File: src/rtl/ser_dac_load.sv
module ser_dac_load #(
  parameter int ADDR_W = 3,
  parameter int DATA_W = 8
) (
  input  logic                               clk,
  input  logic                               rst_n,
  input  logic                               mid_rst,
  input  logic                               shdn,
  input  logic                               sclk,
  input  logic                               cs_n,
  input  logic                               sdi,
  output logic [(1<<ADDR_W)*DATA_W-1:0]      levels,
  output logic                               shdn_o,
  output logic                               wr_stb,
  output logic [ADDR_W-1:0]                  wr_addr
);
  localparam int NREG  = 1 << ADDR_W;
  localparam int FRAME = ADDR_W + DATA_W;
  localparam int CNT_W = $clog2(FRAME + 1);
  localparam logic [DATA_W-1:0] MID = DATA_W'(1) << (DATA_W - 1);

  logic [2:0] sc_q, cs_q;
  logic [1:0] sd_q;
  logic [FRAME-1:0] sh_q;
  logic [CNT_W-1:0] cnt_q;
  logic [DATA_W-1:0] store_q [NREG];
  logic [NREG*DATA_W-1:0] store_flat;
  logic shdn_q;

  wire sc_rise = sc_q[1] & ~sc_q[2] & ~cs_q[1];
  wire cs_rise = cs_q[1] & ~cs_q[2];
  wire full    = (cnt_q == CNT_W'(FRAME));
  wire [ADDR_W-1:0] sel = sh_q[FRAME-1 -: ADDR_W];

  always_ff @(posedge clk or negedge rst_n) begin
    if (!rst_n) begin
      sc_q    <= '0;
      cs_q    <= '1;
      sd_q    <= '0;
      sh_q    <= '0;
      cnt_q   <= '0;
      shdn_q  <= 1'b0;
      wr_stb  <= 1'b0;
      wr_addr <= '0;
      for (int i = 0; i < NREG; i++) store_q[i] <= MID;
    end else begin
      sc_q   <= {sc_q[1:0], sclk};
      cs_q   <= {cs_q[1:0], cs_n};
      sd_q   <= {sd_q[0], sdi};
      shdn_q <= shdn;
      wr_stb <= 1'b0;
      if (cs_q[1]) begin
        sh_q  <= '0;
        cnt_q <= '0;
      end else if (sc_rise) begin
        sh_q <= {sh_q[FRAME-2:0], sd_q[1]};
        if (!full) cnt_q <= cnt_q + 1'b1;
      end
      if (mid_rst) begin
        for (int i = 0; i < NREG; i++) store_q[i] <= MID;
      end else if (cs_rise && full) begin
        store_q[sel] <= sh_q[DATA_W-1:0];
        wr_stb       <= 1'b1;
        wr_addr      <= sel;
      end
    end
  end

  for (genvar k = 0; k < NREG; k++) begin : g_out
    assign store_flat[k*DATA_W +: DATA_W] = store_q[k];
  end

  assign levels = shdn_q ? '0 : store_flat;
  assign shdn_o = shdn_q;
endmodule


File: config.mk
export PLATFORM = sky130hd
export DESIGN_NAME = ser_dac_load
export DESIGN_NICKNAME = d
export VERILOG_FILES = /design/src/rtl/ser_dac_load.sv
export SDC_FILE = /design/constraint.sdc
export NUM_CORES = 1
export LEC_CHECK = 0
export BUFFER_PORTS_ARGS = -buffer_cell sky130_fd_sc_hd__buf_2
export CELL_PAD_IN_SITES_DETAIL_PLACEMENT = 0
export CELL_PAD_IN_SITES_GLOBAL_PLACEMENT = 1
export CORE_MARGIN = 5
export CORE_UTILIZATION = 39
export DETAILED_ROUTE_END_ITERATION = 10
export PLACE_DENSITY_LB_ADDON = 0.1
export SETUP_SLACK_MARGIN = 0.4
export SLEW_MARGIN = 20
export SYNTH_ARGS = -nofsm -noshare
export SYNTH_HDL_FRONTEND = slang
export SYNTH_SLANG_ARGS = --single-unit
File: constraint.sdc
create_clock -name clk -period 1.59 [get_ports clk]
set_input_delay 0.318 -clock clk [delete_from_list [all_inputs] [get_ports clk]]
set_output_delay 0.318 -clock clk [all_outputs]
set_load 0.01 [all_outputs]
# After elaboration in Yosys (flattened, before gate mapping)
# Index checks and enable logic that the tools add are counted.
[word_totals]
reg_bits = 92
latch_bits = 0
ram_bits = 0
romBits = 0
inputBits = 7
out_inout_bits = 69
wordCells = 48
n_memories = 0
[classes]
add_sub_neg = 1
n_mul = 0
div = 0
n_lt_le_gt_ge = 2
eq_ne = 2
shift = 0
n_mux = 13
bitwise_logic = 8
reduce_logical = 6
[ops]
columns = ["cell", "count"]
rows = [
  ["$mux 64", 3],
  ["$bwmux 64", 1],
  ["$demux 8 s3", 1],
  ["$mux 11", 2],
  ["$mux 4", 3],
  ["$mux 8", 1],
  ["$add 4x1->4 const B", 1],
  ["$eq 4x4->1 const B", 1],
  ["$ge 4x4->1 const B", 1],
  ["$lt 4x1->1 const B", 1],
  ["$not 1->1", 4],
  ["$not 3->4", 1],
  ["$reduce_and 2->1", 2],
  ["$reduce_bool 2->1", 2],
  ["$and 1x1->1", 3],
  ["$logic_and 1x1->1", 2],
  ["$mux 1", 2],
  ["$ne 2x2->1 const B", 1],
]

# Longest topological paths before layout
[logic_depth]
word_depth = 8
depth_mapped = 6
depth_no_buf = 4

# Worst setup path before layout
# Ideal clock, no wire load.
[synth_timing]
kind = "flip-flop to flip-flop"
startpoint = "reg cnt_q[0]"
endpoint = "reg store_q, in the netlist store_flat[19]"
setup_time_ps = 134
t_arrival_ps = 1375
required_time_ps = 1456
slack_ps = 80
path_stages_with_launch = 7
path_buffers = 2
synth_period_minus_slack_ps = 1510
cell_sequence = "dfrtp_1 > ha_1 > and4bb_1 > buf_6 > and4b_1 > buf_6 > mux2i_1"
[synth_between]
elab_chain_len = 3
[synth_rtl]
columns = ["element", "line_no", "rtl"]
rows = [
  ["start, declared", "25", "logic [CNT_W-1:0] cnt_q;"],
  ["start signal, assigned", "57", "if (!full) cnt_q <= cnt_q + 1'b1;"],
  ["$eq 4x4->1", "32", "wire full = (cnt_q == CNT_W'(FRAME));"],
  ["$logic_and 1x1->1", "61", "end else if (cs_rise && full) begin"],
  ["$reduce_bool 2->1 (no source line)", "n/a", ""],
  ["end signal, assigned by index", "62", "store_q[sel] <= sh_q[DATA_W-1:0];"],
  ["end, declared", "26", "logic [DATA_W-1:0] store_q [NREG];"],
]
# No other way between the ends.
# A chain may end at the register's enable or synchronous reset.

# Final worst setup path
[layout_timing]
startpoint = "reg shdn_q, in the netlist shdn_o"
endpoint = "out levels[2]"
[layout_between]
elab_chain_len = 1
[layout_rtl]
columns = ["element", "line_no", "rtl"]
rows = [
  ["start, declared", "28", "logic shdn_q;"],
  ["start signal, assigned", "50", "shdn_q <= shdn;"],
  ["$mux 64", "73", "assign levels = shdn_q ? '0 : store_flat;"],
  ["end, declared", "12", "output logic [(1<<ADDR_W)*DATA_W-1:0] levels,"],
]
# No other way between the ends.

==> metrics.md <==
| Metric | Value |
|---|---|
| Sw power | 1.12 mW |
| # placed instances | 605 |
| Vias in the first global route | 3172 |
| Comb pwr share | 7.6% |
| Initial core utilization | 39.4% |
| Fmax | 0.578 GHz |
| Pins Over Slew Limit | 0 |
| RSZ-0062 raised after global routing | true |
| DR iter-0 viols | 86 |
| Vias | 3043 |
| Clock share of power | 45.2% |
| Synth Warn # | 0 |
| Setup Viol. Count Final | 69 |
| Tcrit/Tclk final | 109% |
| CTS H-tree lvls | 3 |
| Post-route ant nets | 0 |
| IO Port Bufs | 75 |
| Yosys cell types | 29 |
| CP Capture Type | primary output |
| Highest-count cells in the layout ignoring fill and taps | dfrtp_1 (80), nand2b_1 (65), mux2i_1 (64) |
| Routed len/inst | 17.1 um |
| Failing checks | negative setup slack |
| DRC Markers | 0 |
| PnR worst setup slack | -0.142 ns |
| CP startpoint | shdn_o |
| Register area share after synthesis | 51.9% |
| Worst slack at placement | 0.00325 ns |
| Async SR Flop Fraction | 100% |
| Antenna violations before repair | 0 |
| Layout area overhead | 48.4% |
| # Max-Cap Violations | 0 |
| Layout cells sized above 1 | 47.1% |
| Nets | 504 |
| Syn Std Cell Area | 4460 um2 |
| Mapped Nets | 404 |
| Die area | 13700 um2 |
| HP Start | cs_n |
| Slew HR | 60.9% |
| Cell Rows | 39 |
| # diodes | 0 |
| First-pass GRT wire length | 16900 um |
| Status | finished, violations left |
| Seq pwr share | 47.2% |
| Maximum VDD drop | 582 uV |
| Worst R2R Setup Slack | -0.02 ns |
| Worst-Skew Late Latency | 0.34 ns |
| Post-DP HPWL | 7070 um |
| Measured slew at the worst slew-check pin | 0.587 ns |
| Crit start category | flip-flop |
| Pwr Density | 759 nW/um2 |
| CTS root buf | clkbuf_16 |
| Die extent in x | 117 um |
| Die Y | 117 um |
| Io pins | 76 |
| Clock Tree Buf Depth | 2 |
| Layout Utilization | 58.5% |
| Ys flop type | dfrtp_1 |
| CTS Sinks | 92 |
| GRT overflow | 0 |
| GRT Overall Usage | 16.3% |
| Worst EP arrival | 1.41 ns |
| RR Startpoint | cnt_q[1] |
| Final Hold Viols | 0 |
| Required time of the critical path | 1.27 ns |
| Cells after Synth | 396 |
| Placer Congestion | 0.753 |
| Largest net degree at the start of global routing | 40 |
| TritonCTS clock tree | done |
| Tmin final | 1.73 ns |
| Pint | 3.91 mW |
| Final cell count without fillers | 644 |
| CTS clock-pin slew for the worst setup and hold paths | 0.07 ns |
| Sw Ratio | 22.2% |
| 1st-pass router iterations | 4 |
| Pleak | 3.34 nW |
| Syn_area_per_cell | 11.3 um2 |
| Core ar. | 11300 um2 |
| Num CTS Buffers | 9 |
| WL final | 11000 um |
| Vias per Instance | 4.73 |
| Fin Hold WS | 0.0759 ns |
| Post-synth EDFFs | 0 |
| Commonest non-fill, non-tap cell in the layout | dfrtp_1 |
| Skew final | 0.00564 ns |
| Critical path class | flip-flop to primary output |
| Seq cells post-synth | 92 |
| CP Max Fanout | 8 |
| Hold crit path type | input port to flip-flop |
==> cells in the mapped netlist, types with 4 or more instances <==
master,number,area share [%]
mux2i_1,65,15
dfstp_2,11,6.5
buf_2,6,0.67
a21oi_1,13,1.5
dfrtp_1,81,45
buf_1,9,0.76
mux2_2,4,1.0
nand2_1,22,1.9
nor2b_1,67,9.4
nand2b_1,66,9.3
buf_6,5,1.3
nor2_1,12,1.0
clkbuf_1,14,1.2
==> per-stage QoR <==
| stage | total power, mW | cell area, um2 | setup TNS, ns |
|---|---|---|---|
| floorplan | 2.61 | 5060 | 0 |
| global placement | 2.71 | 5590 | 0 |
| detailed placement | 2.71 | 5590 | 0 |
| CTS | 5.02 | 6250 | -6.70 |
| global route | 5.19 | 6620 | -10.81 |
| finish | 5.03 | 6620 | -7.03 |
==> final timing paths <==
| check | end | cells past startpoint |
|---|---|---|
| min reg2reg | sd_q[1] | 0 |
| min in group asynchronous | store_flat[11] | 2 |
| min | cs_q[0] | 1 |
| max reg2reg | store_flat[22] | 5 |
| max | levels[2] | 4 |
| max in group asynchronous | store_flat[63] | 3 |
==> power by group through the flow <==
| stage | sequential, mW | combinational (mW) | clock (mW) |
|---|---|---|---|
| CTS | 2.38 | 0.317 | 2.32 |
| global route | 2.37 | 0.412 | 2.41 |
| finish | 2.37 | 0.380 | 2.27 |
| global placement | 2.42 | 0.292 | 0 |
| floorplan | 2.41 | 0.196 | 0 |
| detailed placement | 2.42 | 0.293 | 0 |
==> flip-flops by register name, indices dropped and copies added (netlist names) <==
signal and cells:
store_flat 64, shdn_o 1, sd_q 2, wr_addr 3, cs_q 3, cnt_q 4, sh_q 11, sc_q 3
wr_stb 1
==> what timing repair did <==
action | CTS | global route
setup buffers | 5 | 11
pin swaps | 5 | 4
hold buffers | 1 | 0
endpoints found under the hold margin | 20 | 0
setup endpoints to repair | 146 | 149
resized for setup | 49 | 33
gates cloned | 1 | 5
==> cell families (layout without fill, tap and decap cells) <==
family	count (synthesis)	in the layout	synth area share [%]
buffers and inverters	36	141	4.04
muxes	69	69	15.6
adders and majority gates	1	1	0.280
and+or+nand+nor	182	182	26.3
DFF	92	92	51.9
AOI/OAI and AO/OA	16	16	1.88
==> layer usage <==
metal | vias up | track usage (%) | part of all wire, %
li1 | 1485 | - | -
met1 | 1497 | 23.9 | 49
met2 | 51 | 24.6 | 46
met3 | 10 | 2.62 | 3.2
met4 | 0 | 5.50 | 1.2
met5 | - | 0 | 0
==> final cells by class <==
class,count,area [um2]
clock inverters,6,87.6
multi-input cells,268,2520
inverters,2,7.51
fillers,969,4700
repair buffers,123,1280
well taps,143,179
flip-flops and latches,92,2320
clock buffers,10,229
==> worst max-delay path: stages (launching register included) <==
cell and delay (ns):
dfrtp_4 0.49, buf_12 0.16, buf_12 0.15, nor2b_1 0.12
buf_2 0.15
Power figures use the tool's default switching activity.
